## src/rtl/acs_pkg.sv

```systemverilog
package acs_pkg;
    localparam int WORD_W = 16;
    localparam int ADDR_W = 12;

    typedef enum logic [2:0] {
        TS0, TS1, TS2, TS3, TS4, TS5, TS6
    } tstate_e;

    typedef struct packed {
        logic              ind;
        logic [2:0]        op;
        logic [ADDR_W-1:0] field;
    } instr_t;

    localparam logic [2:0]        OP_ADD   = 3'b001;
    localparam logic [2:0]        OP_REG   = 3'b111;
    localparam logic [ADDR_W-1:0] RF_HALT  = 12'h001;
    localparam int                RF_CLA_B = 11;
    localparam int                RF_CLE_B = 10;

    typedef struct packed {
        logic is_add;
        logic is_reg;
        logic is_mem;
    } dec_t;

    function automatic dec_t decode(instr_t w);
        dec_t d;
        d.is_reg = (w.op == OP_REG) && !w.ind;
        d.is_mem = (w.op != OP_REG);
        d.is_add = (w.op == OP_ADD);
        return d;
    endfunction
endpackage

```

## src/rtl/acs_seq_ctr.sv

```systemverilog
module acs_seq_ctr
    import acs_pkg::*;
(
    input  logic    clk,
    input  logic    rst,
    input  logic    hold,
    input  logic    clr,
    output tstate_e ts
);
    always_ff @(posedge clk) begin
        if (rst)       ts <= TS0;
        else if (hold) ts <= ts;
        else if (clr)  ts <= TS0;
        else           ts <= tstate_e'(ts + 3'd1);
    end
endmodule

```

## src/rtl/acs_adder.sv

```systemverilog
module acs_adder #(
    parameter int W = 16
) (
    input  logic [W-1:0] a,
    input  logic [W-1:0] b,
    output logic [W:0]   sum
);
    always_comb sum = {1'b0, a} + {1'b0, b};
endmodule

```

## src/rtl/acs_addr_sel.sv

```systemverilog
module acs_addr_sel
    import acs_pkg::*;
(
    input  tstate_e           ts,
    input  logic              ind_q,
    input  logic              is_mem,
    input  logic [ADDR_W-1:0] pc,
    input  logic [ADDR_W-1:0] ar,
    input  logic [ADDR_W-1:0] field,
    input  logic [ADDR_W-1:0] ptr,
    output logic [ADDR_W-1:0] addr
);
    always_comb begin
        case (ts)
            TS0:     addr = pc;
            TS2:     addr = field;
            TS3:     addr = (is_mem && ind_q) ? ptr : ar;
            default: addr = ar;
        endcase
    end
endmodule

```

## src/rtl/acs_core.sv

```systemverilog
module acs_core
    import acs_pkg::*;
#(
    parameter logic [11:0] START_PC = 12'h000,
    parameter logic [15:0] AC_INIT  = 16'h0000
) (
    input  logic        clk,
    input  logic        rst,
    output logic [11:0] mem_addr,
    input  logic [15:0] mem_rdata,
    output logic [11:0] pc_o,
    output logic [15:0] ac_o,
    output logic        e_o,
    output logic        halted_o,
    output logic [2:0]  tstate_o
);
    logic [ADDR_W-1:0] pc, ar;
    logic [WORD_W-1:0] ac, dr;
    instr_t            ir;
    logic              e, ind_q, halted;
    dec_t              dec;
    tstate_e           ts;
    logic [WORD_W:0]   sum;
    logic              seq_clr;

    always_comb dec = decode(ir);
    always_comb seq_clr = ((ts == TS3) && !dec.is_add) || (ts == TS5);

    acs_seq_ctr u_seq (
        .clk  (clk),
        .rst  (rst),
        .hold (halted),
        .clr  (seq_clr),
        .ts   (ts)
    );

    acs_adder #(.W(WORD_W)) u_add (
        .a   (ac),
        .b   (dr),
        .sum (sum)
    );

    acs_addr_sel u_asel (
        .ts     (ts),
        .ind_q  (ind_q),
        .is_mem (dec.is_mem),
        .pc     (pc),
        .ar     (ar),
        .field  (ir.field),
        .ptr    (mem_rdata[ADDR_W-1:0]),
        .addr   (mem_addr)
    );

    always_ff @(posedge clk) begin
        if (rst) begin
            pc     <= START_PC;
            ac     <= AC_INIT;
            e      <= 1'b0;
            halted <= 1'b0;
            ar     <= '0;
            ir     <= '0;
            dr     <= '0;
            ind_q  <= 1'b0;
        end else if (!halted) begin
            case (ts)
                TS0: ar <= pc;
                TS1: begin
                    ir <= instr_t'(mem_rdata);
                    pc <= pc + 1'b1;
                end
                TS2: begin
                    ar    <= ir.field;
                    ind_q <= ir.ind;
                end
                TS3: begin
                    if (dec.is_mem && ind_q) ar <= mem_rdata[ADDR_W-1:0];
                    if (dec.is_reg) begin
                        if (ir.field[RF_CLA_B]) ac <= '0;
                        if (ir.field[RF_CLE_B]) e  <= 1'b0;
                        if (ir.field == RF_HALT) halted <= 1'b1;
                    end
                end
                TS4: if (dec.is_add) dr <= mem_rdata;
                TS5: if (dec.is_add) {e, ac} <= sum;
                default: ;
            endcase
        end
    end

    assign pc_o     = pc;
    assign ac_o     = ac;
    assign e_o      = e;
    assign halted_o = halted;
    assign tstate_o = ts;
endmodule

```

## config.mk

```make
export PLATFORM = sky130hd
export DESIGN_NAME = acs_core
export DESIGN_NICKNAME = d
export VERILOG_FILES = /design/src/rtl/acs_pkg.sv /design/src/rtl/acs_seq_ctr.sv /design/src/rtl/acs_adder.sv /design/src/rtl/acs_addr_sel.sv /design/src/rtl/acs_core.sv
export SDC_FILE = /design/constraint.sdc
export NUM_CORES = 1
export LEC_CHECK = 0
export CORE_ASPECT_RATIO = 1.5
export CORE_MARGIN = 3
export CORE_UTILIZATION = 54
export CTS_CLUSTER_DIAMETER = 40
export DETAILED_ROUTE_END_ITERATION = 8
export GPL_ROUTABILITY_DRIVEN = 1
export MAX_ROUTING_LAYER = met4
export PLACE_DENSITY = 0.92
export SLEW_MARGIN = 5
export SYNTH_ARGS = -nofsm -noshare
export SYNTH_HDL_FRONTEND = slang
export SYNTH_SLANG_ARGS = --single-unit
```

## constraint.sdc

```tcl
create_clock -name clk -period 3.2 [get_ports clk]
set_clock_uncertainty 0.2 [all_clocks]
set_input_delay 0.64 -clock clk [delete_from_list [all_inputs] [get_ports clk]]
set_output_delay 0.64 -clock clk [all_outputs]
set_load 0.02 [all_outputs]
```

* Yosys cells after proc, flatten, opt, wreduce, memory -nomap -nowiden *
Cells that the tools add are included.

word-level totals
  flip-flop bits (word level) = 78
  input bits = 18
  output and inout bits = 45
  word-level logic and storage cells = 56

cells by class
  equal/unequal tests = 13
  bitwise logic cells = 1
  $add $sub $neg = 3
  reductions and logical operators = 13
  mux-type cells = 15

operators with widths
  operator                                               number
  2-to-1 mux 16 bit                                      3
  case mux 12 bit (3 select lines)                       1
  case mux 16 bit (2 select lines)                       1
  adder 16 x 16 -> 17 bit                                1
  adder 12 x 1 -> 12 bit (second input constant)         1
  equality test 12 x 1 -> 1 bit (second input constant)  1
  2-to-1 mux 12 bit                                      1
  AND reduction 5 bit                                    2
  equality test 3 bit (second input constant)            3
  != test 2 bit (second input constant)                  4
  2-to-1 mux 1 bit                                       7
  equality test 3 x 1 -> 1 bit (second input constant)   2
  equality test 3 x 2 -> 1 bit (second input constant)   2
  AND reduction 2 bit                                    2
  adder 3 x 1 -> 3 bit (second input constant)           1
  logical AND 1 bit                                      3
  zero test 3 bit                                        1
  2-to-1 mux 3 bit                                       1
  != test 3 bit (second input constant)                  1
  AND reduction 3 bit                                    1
  zero test 1 bit                                        2
  case mux 1 bit (2 select lines)                        1
  nonzero test 2 bit                                     1
  logical OR 1 bit                                       1
  NOT 1 bit                                              1

* Depth between registers and ports, before layout *
  depth after elaboration = 5
  gate-level depth with buffers = 10
  depth with buffers taken out = 9

* Cells and area by module *
Synthesis repeated with hierarchy kept, for this count alone.

second synthesis, totals
  cell total of the unflattened synthesis = 559
  area total of the unflattened synthesis = 4710.8 um^2

by module, submodules not included
  module        sequential area each (um^2)  area each (um^2)  instances  cells an instance
  acs_core      1501.4                       3103.0            1          350
  acs_adder     0.0                          855.8             1          110
  acs_addr_sel  0.0                          606.8             1          85
  acs_seq_ctr   60.1                         145.1             1          14

* Worst setup path after synthesis *
OpenSTA, ideal clock, no wires.

  path type = reg2out
  start point = register u_seq.ts[1]
  end point = output port mem_addr[0]
  data required time = 2.360 ns
  path buffers = 1
  cell stages (with the launch flop) = 7
  arrival time = 1.890 ns
  path slack = 0.470 ns
  cells stage by stage = dfxtp_1 -> ha_1 -> ha_1 -> and3_1 -> clkbuf_1 -> a21oi_1 -> o22ai_1

on the way
  word-level cells in the longest chain between the ends = 2
  elaborated cells on any way between the ends = 4
  those cells by class = eq/ne (2); mux (1); reduce/logical (1)

ends and longest elaborated chain
  element                                                                 line                RTL
  start: declaration                                                      acs_seq_ctr.sv:8    output tstate_e ts
  start signal: assignment                                                acs_seq_ctr.sv:12   else if (hold) ts <= ts;
  start signal: assignment                                                acs_seq_ctr.sv:14   else ts <= tstate_e'(ts + 3'd1);
  equality test 3 x 2 -> 1 bit / zero test 3 bit (equally long branches)  acs_addr_sel.sv:14  case (ts)
  case mux 12 bit (3 select lines) *                                      --
  end: declaration                                                        acs_core.sv:9       output logic [11:0] mem_addr,

Every way passes the cells marked *; elsewhere a longest branch is shown, timed or not.

* Worst setup path after layout *
  start point = register u_seq.ts[0]
  end point = output port mem_addr[6]

Same word-level chain as after synthesis.

==> metrics.md <==
| Metric | Value |
|---|---|
| Status | `complete, no violations` |
| Final GP Congestion | `~0.95` |
| Final HPWL DP | `between 7000 and 8000 microns` |
| Ranking of synthesized cells by area | `dfxtp_1 39%, nand2_1 8.8%, a21oi_1 8.6%, ha_1 6.9%, nor2_1 5.3%` |
| Initial Utilization | `0.568` |
| RSZ-0062 raised after global routing | `no` |
| Area Overhead vs Synth | `22.7%` |
| Register area share after synthesis | `0.393` |
| CTS H-tree depth | `3` |
| Sw Ratio | `0.289` |
| VDD IR-drop max | `~0.35 mV` |
| Asr flop ratio synth | `0` |
| Clk Latency, worst-skew pair | `approximately 360 ps` |
| Least-Margin Pin Slew | `around 730 ps` |
| Clk buf depth | `2` |
| Die height | `around 110 microns` |
| Placed Cells | `between 600 and 700` |
| CTS tree | `done` |
| Initial DRC count | `approximately 300` |
| Min-Delay Startpoint | `dr[7]` |
| Post-Layout Cell Count | `666` |
| Worst setup margin | `96.5 ps` |
| Hold Path Class | `reg2reg` |
| R2r worst-path depth | `9` |
| Final Hold Viols | `0` |
| Tot GR Track Use | `0.271` |
| Clk pwr share | `0.351` |
| Power share of the combinational group | `0.167` |
| Clk root buf | `clkbuf_8` |
| Slew headroom | `0.512` |
| Setup TNS | `0 ps` |
| Vias in the first global route | `3923` |
| FILL cells | `a little under 600` |
| Slew Viols, Final | `0` |
| Port buffer count | `62` |
| Ys flop type | `dfxtp_1` |
| Achievable frequency | `approximately 320 MHz` |
| Vias | `between 3k and 4k` |
| DR WL/cell | `approximately 16 microns` |
| Clock net sink count | `a little under 80` |
| Drt total wl | `about 11000 microns` |
| P per Cell Area | `about 440 nW/um^2` |
| Share of the synthesized area in the top cell type | `0.393` |
| Worst setup SP type | `register` |
| First-pass GRT wire length | `18200 microns` |
| CP Data Required Time | `around 2400 ps` |
| Hold Path Stages | `2` |
| Mean Syn Cell Area | `7.80 sq um` |
| Psw | `0.000623 W` |
| Dpl ws | `about 11 ps` |
| Critical Path Start | `u_seq.ts[0]` |
| Most frequent cells in the layout | `93 x nand2_1, 78 x dfxtp_1, 65 x a21oi_1, 56 x nor2_1, 49 x clkdlybuf4s50_1` |
| Gate Count Post-Synth | `between 500 and 600` |
| Synth Register Bits | `78` |
| Final ANT Viol Nets | `0` |
| Row cnt | `37` |
| Core area | `6990 sq um` |
| CTS Buf Count | `9` |
| GRT Residual Overflow | `0` |
| Post-Syn Nets | `550` |
| Crit share post-route | `0.970` |
| Pre-Repair DR Iteration Count | `5` |
| Int Power | `0.00153 W` |
| DRC Markers | `0` |
| DR vias/cell | `a little under 6` |
| Yosys warning count | `0` |
| Netlist cell types | `47` |
| WHS | `between 200 and 300 ps` |
| Syn Std Cell Area | `between 3000 and 4000 sq um` |
| R2R Path Start | `ac_o[0]` |
| Commonest non-fill, non-tap cell in the layout | `nand2_1` |
| Worst Path Max Fanout | `12` |
| Critical path arrival | `approximately 2300 ps` |
| P_leak | `between 1.5 and 2 nW` |
| Post-synth EDFFs | `0` |
| Die W | `around 76 microns` |
| Most area-hungry cell type in the Yosys netlist | `dfxtp_1` |
| Minimum clock period | `a little over 3000 ps` |
| Clock slew at reported path FFs | `around 80 ps` |
| Worst Path Class, Setup | `reg2out` |
| Initial antenna violation count | `0` |
| Boundary pin count | `63` |
| Max-Cap Viols | `0` |
| Share of cells above drive strength 1 | `0.0598` |
| Reg power frac | `0.482` |
| Setup violators final | `0` |
| Ant diodes | `0` |
| Total die area | `approximately 8400 sq um` |
| Fin nets | `between 600 and 700` |
| Largest net degree at the start of global routing | `73` |
| Worst setup EP type | `output port` |
## per-stage QoR
step | utilization | instance area [sq um] | total power, W
after floorplan | - | 3970 | 0.00127
after global placement | 0.668 | 4670 | 0.00140
after detailed placement | 0.668 | 4670 | 0.00141
after CTS | 0.696 | 4870 | 0.00215
after global routing | 0.697 | 4870 | 0.00223
final | 0.697 | 4870 | 0.00216
## power groups by stage
stage	Clock, W	Sequential [W]	Combinational [W]
after global placement	0	0.00106	0.000341
after CTS	0.000762	0.00104	0.000354
after detailed placement	0	0.00106	0.000353
after floorplan	0	0.00106	0.000207
after global routing	0.000805	0.00104	0.000384
final	0.000758	0.00104	0.000360
## logic make-up after synthesis
logic type | count (synthesis) | share of synthesized area
buf+inv | 48 | 0.0492
compound gates | 144 | 0.221
fa+ha+maj | 23 | 0.0744
mux | 2 | 0.00504
simple gates | 193 | 0.211
flops | 78 | 0.393
xor+xnor | 21 | 0.0463
## repair_timing
action / CTS / global route
hold buffers: 0 / 0
hold endpoints to repair: 0 / 0
setup buffers: 0 / 0
gates resized for setup: 15 / 2
endpoints found under the setup margin: 12 / 2
## synthesized netlist by cell type, types with 3 or more instances
cell type / instances
nand3_1: 8
xor2_1: 12
o22ai_1: 12
a211oi_1: 14
nor2_1: 56
nor2b_1: 5
a21o_1: 3
and3_1: 4
clkbuf_1: 25
or3_1: 6
ha_1: 22
dfxtp_1: 78
inv_1: 19
a21boi_0: 3
nor4_1: 4
xnor2_1: 9
a21oi_1: 68
nand2_1: 93
a22oi_1: 15
nand4_1: 4
o21ai_0: 14
## area by class of cell
class | instances | area, sq um | area share
inverter | 19 | 71.3 | 0.0146
timing repair buffer | 73 | 684 | 0.141
clock inverter | 4 | 45.0 | 0.00925
sequential | 78 | 1560 | 0.321
tap | 97 | 121 | 0.0249
clock buffer | 12 | 155 | 0.0319
multi-input combinational | 383 | 2230 | 0.458
## worst paths after layout
path                                    end  slack [ps]
worst min register to register        dr[7]         260
worst min-delay path                  dr[7]         260
worst max register to register     ac_o[14]         470
worst max-delay path            mem_addr[6]         100
## state kept, by name (all words and copies together) (netlist names)
signal    cells
ac_o         16
ir           16
ind_q         1
dr           16
ar           12
u_seq.ts      3
halted_o      1
e_o           1
pc_o         12
## critical path, stage by stage (launching register included)
cell and delay, ps:
dfxtp_1 350, ha_1 210, ha_1 240, and3_1 190
buf_4 180, a21oi_1 250, o22ai_1 140, dlygate4sd2_1 350
## metal layers
layer	track usage	routed length, microns	vias up
li1	-	-	1882
met1	0.284	4250	1811
met2	0.483	5570	151
met3	0.0390	562	34
met4	0.152	446	0
met5	-	0	-
(Power assumes the default switching activity.)
